## config.mk

```make
export PLATFORM = sky130hd
export DESIGN_NAME = gpio_irq_ctrl
export DESIGN_NICKNAME = d
export VERILOG_FILES = /design/src/rtl/gpio_irq_pkg.sv /design/src/rtl/gpio_in_sync.sv /design/src/rtl/gpio_irq_detect.sv /design/src/rtl/gpio_regs.sv /design/src/rtl/gpio_irq_ctrl.sv
export SDC_FILE = /design/constraint.sdc
export NUM_CORES = 1
export LEC_CHECK = 0
export BUFFER_PORTS_ARGS = -buffer_cell sky130_fd_sc_hd__buf_2
export CORE_MARGIN = 2
export CORE_UTILIZATION = 50
export DETAILED_ROUTE_END_ITERATION = 7
export PLACE_DENSITY = 0.71
export SYNTH_ARGS = -nofsm -noshare
export SYNTH_HDL_FRONTEND = slang
export SYNTH_SLANG_ARGS = --single-unit
```

## constraint.sdc

```tcl
create_clock -name clk -period 6.45 [get_ports clk]
set_input_delay 0.3225 -clock clk [delete_from_list [all_inputs] [get_ports clk]]
set_output_delay 0.3225 -clock clk [all_outputs]
set_load 0.03 [all_outputs]
```

## src/rtl/gpio_irq_pkg.sv

```systemverilog
package gpio_irq_pkg;
  // word indices (byte offset / 4); software decodes these
  localparam int unsigned WIDX_DIR   = 0;
  localparam int unsigned WIDX_IN    = 1;
  localparam int unsigned WIDX_SET   = 3;
  localparam int unsigned WIDX_CLR   = 4;
  localparam int unsigned WIDX_IEN   = 5;
  localparam int unsigned WIDX_ITYPE = 6;
  localparam int unsigned WIDX_IPOL  = 7;
  localparam int unsigned WIDX_IPEND = 8;
  localparam int unsigned WIDX_IMASK = 9;
  localparam int unsigned BUS_W      = 32;
endpackage

```

## src/rtl/gpio_in_sync.sv

```systemverilog
module gpio_in_sync #(
  parameter int unsigned W = 8
) (
  input  logic         clk,
  input  logic         rst_ni,
  input  logic [W-1:0] raw,
  output logic [W-1:0] lvl,
  output logic [W-1:0] lvl_prev
);
  logic [W-1:0] meta_q, lvl_q, prev_q;

  always_ff @(posedge clk or negedge rst_ni) begin
    if (!rst_ni) begin
      meta_q <= '0;
      lvl_q  <= '0;
      prev_q <= '0;
    end else begin
      meta_q <= raw;
      lvl_q  <= meta_q;
      prev_q <= lvl_q;
    end
  end

  assign lvl      = lvl_q;
  assign lvl_prev = prev_q;
endmodule

```

## src/rtl/gpio_irq_detect.sv

```systemverilog
module gpio_irq_detect #(
  parameter int unsigned W = 8
) (
  input  logic         clk,
  input  logic         rst_ni,
  input  logic [W-1:0] lvl,
  input  logic [W-1:0] lvl_prev,
  input  logic [W-1:0] en,
  input  logic [W-1:0] typ,
  input  logic [W-1:0] pol,
  input  logic         clr,
  output logic [W-1:0] edge_lat,
  output logic [W-1:0] pend
);
  logic [W-1:0] ev, edge_q, edge_d;

  for (genvar i = 0; i < W; i++) begin : g_pin
    logic hit;
    assign hit   = pol[i] ? (lvl[i] & ~lvl_prev[i]) : (~lvl[i] & lvl_prev[i]);
    assign ev[i] = en[i] & ~typ[i] & hit;
    assign pend[i] = typ[i] ? (en[i] & (lvl[i] == pol[i])) : edge_q[i];
  end

  always_comb begin
    edge_d = edge_q;
    if (clr) edge_d = '0;
    edge_d = edge_d | ev;
  end

  always_ff @(posedge clk or negedge rst_ni) begin
    if (!rst_ni) edge_q <= '0;
    else         edge_q <= edge_d;
  end

  assign edge_lat = edge_q;
endmodule

```

## src/rtl/gpio_regs.sv

```systemverilog
module gpio_regs
  import gpio_irq_pkg::*;
#(
  parameter int unsigned W      = 8,
  parameter int unsigned ADDR_W = 8
) (
  input  logic              clk,
  input  logic              rst_ni,
  input  logic [ADDR_W-1:0] addr,
  input  logic              wr,
  input  logic [BUS_W-1:0]  wdata,
  input  logic              rd,
  input  logic [W-1:0]      lvl,
  input  logic [W-1:0]      pend,
  output logic [BUS_W-1:0]  rdata,
  output logic [W-1:0]      dir,
  output logic [W-1:0]      dout,
  output logic [W-1:0]      en,
  output logic [W-1:0]      typ,
  output logic [W-1:0]      pol,
  output logic [W-1:0]      msk,
  output logic              pend_clr
);
  localparam int unsigned WORD_W = ADDR_W - 2;

  logic [WORD_W-1:0] word;
  logic [W-1:0] wv;
  logic [W-1:0] dir_q, dir_d, out_q, out_d, en_q, en_d;
  logic [W-1:0] typ_q, typ_d, pol_q, pol_d, msk_q, msk_d;
  logic [W-1:0] rsel;
  logic [BUS_W-1:0] rdata_q, rdata_d;

  assign word = addr[ADDR_W-1:2];
  assign wv   = wdata[W-1:0];

  always_comb begin
    dir_d = dir_q;
    out_d = out_q;
    en_d  = en_q;
    typ_d = typ_q;
    pol_d = pol_q;
    msk_d = msk_q;
    if (wr) begin
      case (word)
        WORD_W'(WIDX_DIR):   dir_d = wv;
        WORD_W'(WIDX_SET):   out_d = out_q | wv;
        WORD_W'(WIDX_CLR):   out_d = out_q & ~wv;
        WORD_W'(WIDX_IEN):   en_d  = wv;
        WORD_W'(WIDX_ITYPE): typ_d = wv;
        WORD_W'(WIDX_IPOL):  pol_d = wv;
        WORD_W'(WIDX_IMASK): msk_d = wv;
        default: ;
      endcase
    end
  end

  always_comb begin
    case (word)
      WORD_W'(WIDX_DIR):   rsel = dir_q;
      WORD_W'(WIDX_IN):    rsel = lvl;
      WORD_W'(WIDX_IEN):   rsel = en_q;
      WORD_W'(WIDX_ITYPE): rsel = typ_q;
      WORD_W'(WIDX_IPOL):  rsel = pol_q;
      WORD_W'(WIDX_IPEND): rsel = pend;
      WORD_W'(WIDX_IMASK): rsel = msk_q;
      default:             rsel = '0;
    endcase
    rdata_d = rd ? BUS_W'(rsel) : '0;
  end

  always_ff @(posedge clk or negedge rst_ni) begin
    if (!rst_ni) begin
      dir_q   <= '0;
      out_q   <= '0;
      en_q    <= '0;
      typ_q   <= '0;
      pol_q   <= '0;
      msk_q   <= '0;
      rdata_q <= '0;
    end else begin
      dir_q   <= dir_d;
      out_q   <= out_d;
      en_q    <= en_d;
      typ_q   <= typ_d;
      pol_q   <= pol_d;
      msk_q   <= msk_d;
      rdata_q <= rdata_d;
    end
  end

  assign pend_clr = rd && (word == WORD_W'(WIDX_IPEND));
  assign rdata    = rdata_q;
  assign dir      = dir_q;
  assign dout     = out_q;
  assign en       = en_q;
  assign typ      = typ_q;
  assign pol      = pol_q;
  assign msk      = msk_q;
endmodule

```

## src/rtl/gpio_irq_ctrl.sv

```systemverilog
module gpio_irq_ctrl
  import gpio_irq_pkg::*;
#(
  parameter int unsigned PIN_COUNT = 16,
  parameter bit          OE_INVERT = 1'b0,
  parameter int unsigned ADDR_W    = 8
) (
  input  logic                 clk,
  input  logic                 rst_n,
  input  logic [ADDR_W-1:0]    bus_addr,
  input  logic                 bus_wr,
  input  logic [BUS_W-1:0]     bus_wdata,
  input  logic                 bus_rd,
  output logic [BUS_W-1:0]     bus_rdata,
  input  logic [PIN_COUNT-1:0] pin_in,
  output logic [PIN_COUNT-1:0] pin_out,
  output logic [PIN_COUNT-1:0] pin_oe,
  output logic                 irq
);
  logic [1:0] rst_sync_q;
  logic       rst_ni;
  logic [PIN_COUNT-1:0] lvl, lvl_prev, dir_q, out_q, en_q, typ_q, pol_q, msk_q;
  logic [PIN_COUNT-1:0] edge_lat, pend;
  logic pend_clr;

  always_ff @(posedge clk or negedge rst_n) begin
    if (!rst_n) rst_sync_q <= '0;
    else        rst_sync_q <= {rst_sync_q[0], 1'b1};
  end
  assign rst_ni = rst_sync_q[1];

  gpio_in_sync #(.W(PIN_COUNT)) u_sync (
    .clk(clk), .rst_ni(rst_ni), .raw(pin_in), .lvl(lvl), .lvl_prev(lvl_prev)
  );

  gpio_regs #(.W(PIN_COUNT), .ADDR_W(ADDR_W)) u_regs (
    .clk(clk), .rst_ni(rst_ni), .addr(bus_addr), .wr(bus_wr), .wdata(bus_wdata),
    .rd(bus_rd), .lvl(lvl), .pend(pend), .rdata(bus_rdata), .dir(dir_q),
    .dout(out_q), .en(en_q), .typ(typ_q), .pol(pol_q), .msk(msk_q),
    .pend_clr(pend_clr)
  );

  gpio_irq_detect #(.W(PIN_COUNT)) u_detect (
    .clk(clk), .rst_ni(rst_ni), .lvl(lvl), .lvl_prev(lvl_prev), .en(en_q),
    .typ(typ_q), .pol(pol_q), .clr(pend_clr), .edge_lat(edge_lat), .pend(pend)
  );

  if (OE_INVERT) begin : g_oe_inv
    assign pin_oe = ~dir_q;
  end else begin : g_oe_norm
    assign pin_oe = dir_q;
  end

  assign pin_out = out_q;
  assign irq     = |(pend & en_q & msk_q);
endmodule

```

; Yosys cells after proc, flatten, opt, wreduce, memory -nomap -nowiden
; Cells that the tools add are included.
[word_totals]
reg_bits = 194
[classes]
eq_ne = 24
n_mux = 36
bitwise_logic = 134
reduce_logical = 10
[ops]
columns = cell, count
row1 = 16-bit case mux with 7 select lines, 1
row2 = 1-bit AND, 80
row3 = 16-bit AND, 3
row4 = 1-bit inverter, 48
row5 = 1-bit two-way mux, 32
row6 = 16-bit two-way mux, 2
row7 = 16-bit OR, 2
row8 = 16-bit case mux with 2 select lines, 1
row9 = "6-bit by 3-bit == test with 1-bit output, second input constant", 4
row10 = 1-bit == test, 16
row11 = 16-bit inverter, 1
row12 = 16-bit OR reduction, 1
row13 = "6-bit by 4-bit == test with 1-bit output, second input constant", 2
row14 = 2-bit AND reduction, 6
row15 = "6-bit by 1-bit == test with 1-bit output, second input constant", 1
row16 = "6-bit by 2-bit == test with 1-bit output, second input constant", 1
row17 = 6-bit zero test, 1
row18 = 2-bit nonzero test, 1
row19 = 1-bit logical AND, 1

; Longest topological paths before layout
[logic_depth]
depth_word = 6
mapped_depth = 8
depth_no_buf = 5

; By module
; A second synthesis with hierarchy kept.
[unflattened]
hier_cells = 621
area_unflattened_um2 = 7855.0
[by_module_without_submodules]
columns = module, n_inst, cells_per_inst, area_each_um2
row1 = gpio_regs, 1, 387, 5227.5
row2 = gpio_irq_detect, 1, 162, 1260.0
row3 = gpio_in_sync, 1, 48, 1201.2
row4 = gpio_irq_ctrl, 1, 24, 166.4

; Worst setup path after synthesis
; Ideal clock, no wire load.
[synth_path]
path_kind = input-to-reg
start = in bus_addr[4]
end = reg u_regs.msk_q[10], in the netlist u_regs.msk[10]
setup_time_ns = 0.125
t_arrival_ns = 1.770
required_ns = 6.325
slack_ns = 4.555
path_stages = 7
n_path_buf = 3
path_cell_list = buf_6 or4b_4 nor2b_2 buf_4 nand2_4 buf_6 mux2_4
[synth_between]
elab_chain_len = 2
[synth_rtl]
columns = item, line_no
row1 = start: declaration, gpio_irq_ctrl.sv:10  ; input logic [ADDR_W-1:0] bus_addr,
row2 = 6-bit by 4-bit == test with 1-bit output, gpio_regs.sv:44  ; case (word)
row3 = 2-bit AND reduction (no source line), --
row4 = end signal: assignment, gpio_regs.sv:86  ; msk_q <= msk_d;
row5 = end: declaration, gpio_regs.sv:29  ; logic [W-1:0] typ_q, typ_d, pol_q, pol_d, msk_q, msk_d;
; No other way between the ends.
; A chain may end at the register's enable or synchronous reset.

; Final worst setup path
[layout_path]
start = in bus_addr[2]
end = reg u_regs.msk_q[8], in the netlist u_regs.msk[8]
; The elaborated chain is that of the path after synthesis.

==> qor.yml <==
clock_tree:
  cts_setup_buffers: 0
  cts.clk_slew.worst_paths_ns: 0.06
  cts_buffer_depth: 2
  cts_resized: 0
  clock_latency_ns: 0.43
  cts_hold_buf: 16
  cts_htree_levels: 4
  cts_buffers: 17
  root_buffer: "clkbuf_16"
  cts_sinks: 178
  cts_tree: "done"
timing:
  clock_skew_ns: 0.00763
  slew_headroom_pct: 29.1
  tightest_slew_ns: 1.06
  timing.fmax_mhz: 295
  min_period_ns: 3.39
  period_share_pct: 52.5
  maxSlewViolCount: 0
  setup_viol: 0
  setup_slack_ns: 3.06
  rsz0062_at_grt: "false"
  hold_viol_final: 0
  fin_tns_setup_ns: 0
global_route:
  met2_usage_pct: 36.4
  met1_usage_pct: 30.9
  track_usage_pct: 23.1
  antenna_found_initial: 0
  grt_first_pass_wirelength_um: 29700
  grt_pass1_vias: 5539
  grt_max_degree: 69
  grt.busiest_layer: "met2"
  met3_usage_pct: 7.25
  grt_overflow: 0
critical_path:
  crit_chain: "buf_2 > buf_4 > nor2b_2 > nor2b_2 > nand2_4 > mux2_4"
  r2r-start: "rst_sync_q[1]"
  cpMostUsedCell: "nor2b_2"
  reg2reg_depth: 1
  r2r_end: "u_sync.lvl[15]"
  path_class: "primary input to register"
  critPathLaunch: "bus_addr[2]"
  crit_required_ns: 6.76
  cp-end-kind: "register"
  ff2ff_setup_slack_ns: 4.71
  critPathCapture: "u_regs.msk[8]"
  start_kind: "primary input"
  slowest_stage: "nor2b_2"
  cp.arrival_ns: 3.70
  critPathMaxFanout: 54
  slowest_delay_ns: 1.00
drt:
  remaining_drc_errors: 1
  ant_nets: 0
  drt_first_pass_iters: 8
  totalWireLength_um: 18900
  wire_per_inst_um: 19.1
  drtIter0Drc: 517
  route.vias.total: 5735
  vias_per_cell: 5.78
synthesis:
  synth_common_cells: "178 x dfrtp_1, 84 x mux2_2, 46 x nand2_1"
  syn_avg_cell_area_um2: 12.0
  synth.distinct_cells: 49
  yosys_warnings: 0
  synth_area_leaders: "dfrtp_1 56%, mux2_2 12%, o21ai_0 2.7%"
  yosys_most_used_dff: "dfrtp_1"
  synth_top_area_share_pct: 55.8
  yosysTopAreaCell: "dfrtp_1"
  ys_ff_latch: 178
  syn_area_um2: 7990
  synth_most_common_cell: "dfrtp_1"
  async_flop_share_pct: 100
  synth_edf_count: 0
  syn_inst: 667
  seq_area_frac_synth_pct: 55.8
run_status:
  status: "finished, violations left"
  violations: "DRC"
layout:
  antenna_cells: 0
  area_delta_synth_final_pct: 15.6
  fillCellCount: 1304
  fin_util_pct: 58.5
  drive_above_1_share_pct: 30.0
  nets: 824
power_and_ir_drop:
  power.switching_uw: 843
  leakage_uw: 0.00428
  power_density_nw_per_um2: 307
  intPower_uw: 1990
  peakVddDrop_uv: 214
  power_frac_seq_pct: 49.6
  clkPwrFrac_pct: 33.5
  p_sw_share_pct: 29.7
  p_comb_share_pct: 16.9
floorplanning:
  start_util_pct: 50.6
  die_h_um: 130
  dieArea_um2: 17000
  ios: 125
  core_area_um2: 15800
  rows: 46
  die_w_um: 130
worst_hold_path:
  hp-class: "primary input to register"
  holdCritStartpoint: "pin_in[1]"
flow_run:
  maxCapViolations: 0
placement:
  gp_congestion: 0.843
  dpl.hpwl_um: 11900
  numPortBuffers: 90
  dp_slack_ns: 2.68
## cells in the final DEF, fill, tap and decap left out, types with 16 or more instances in the layout
cell type / Yosys / routed
a21oi_1: 33 / 32
a22o_1: 17 / 17
a31oi_1: 21 / 21
buf_2: 8 / 90
clkbuf_16: 0 / 17
conb_1: 2 / 17
dfrtp_1: 178 / 177
dlygate4sd3_1: 0 / 16
inv_1: 19 / 19
mux2_2: 84 / 84
nand2_1: 46 / 46
nand3_1: 19 / 19
nand4_1: 17 / 17
o21ai_0: 43 / 43
## power by group through the flow
stage                     logic, uW  clock network [uW]  registers [uW]
final                           479                 951            1410
after global routing            523                1020            1430
after CTS                       480                 970            1400
after detailed placement        471                   0            1420
after global placement          454                   0            1410
after floorplan                 286                   0            1470
## area by class of cell
cell class                 count  area [um2]  area share (%)
sequential                   178        4460            48.3
multi-input combinational    437        3230            35.0
timing repair buffer         111         648            7.02
clock buffer                  19         443            4.80
tap                          216         270            2.93
clock inverter                13         105            1.14
inverter                      19        71.3           0.773
## state kept, by name (all words and copies together) (netlist names), named ones only
name / cells
u_detect.edge_lat: 16
u_regs.dir: 16
u_regs.en: 16
u_regs.msk: 16
u_regs.pol: 16
u_regs.rdata: 16
u_regs.typ: 16
u_sync.lvl: 16
u_sync.lvl_prev: 16
u_sync.meta_q: 16
rst_sync_q: 2
## worst min-delay path by stage
stage / end / slack, ns / depth (start not counted)
after CTS: u_sync.meta_q[1] / 0.0003 / 1
after global placement: rst_sync_q[0] / 0.11 / 1
final: u_sync.meta_q[1] / 0.02 / 1
after global routing: u_sync.meta_q[1] / 0.0009 / 1
after floorplan: rst_sync_q[0] / 0.03 / 0
after detailed placement: rst_sync_q[0] / 0.11 / 1
## kinds of logic after synthesis
group | share of synthesized area [%]
flip-flops | 55.8
AND/OR/NAND/NOR | 10.9
AO/OA/AOI/OAI | 12.5
multiplexers | 14.4
buffers and inverters | 4.51
XOR/XNOR | 1.75
other | 0.0940
## layer usage
| metal | part of all wire, % | vias to the layer above | wire length (um) |
|---|---|---|---|
| li1 | - | 2614 | - |
| met1 | 44 | 2852 | 8240 |
| met4 | 1.5 | 0 | 286 |
| met5 | 0 | - | 0 |
| met3 | 7.3 | 26 | 1380 |
| met2 | 48 | 243 | 9010 |
## worst max-delay path, delay by kind of cell
| family | cells | cell delay, ns |
|---|---|---|
| muxes | 1 | 0.40 |
| and+or+nand+nor | 3 | 2.34 |
| buffers and inverters | 2 | 0.60 |
## stage by stage
step                      total power (uW)  hold WS [ns]  cells  area (um2)
after CTS                             2850      0.000305    993        9230
after global placement                1860         0.110    945        8520
after floorplan                       1750        0.0269    682        8040
after detailed placement              1890         0.112    945        8520
final                                 2840        0.0182    993        9230
after global routing                  2970      0.000932    993        9230
No activity file was read; power rests on OpenSTA's default activity.
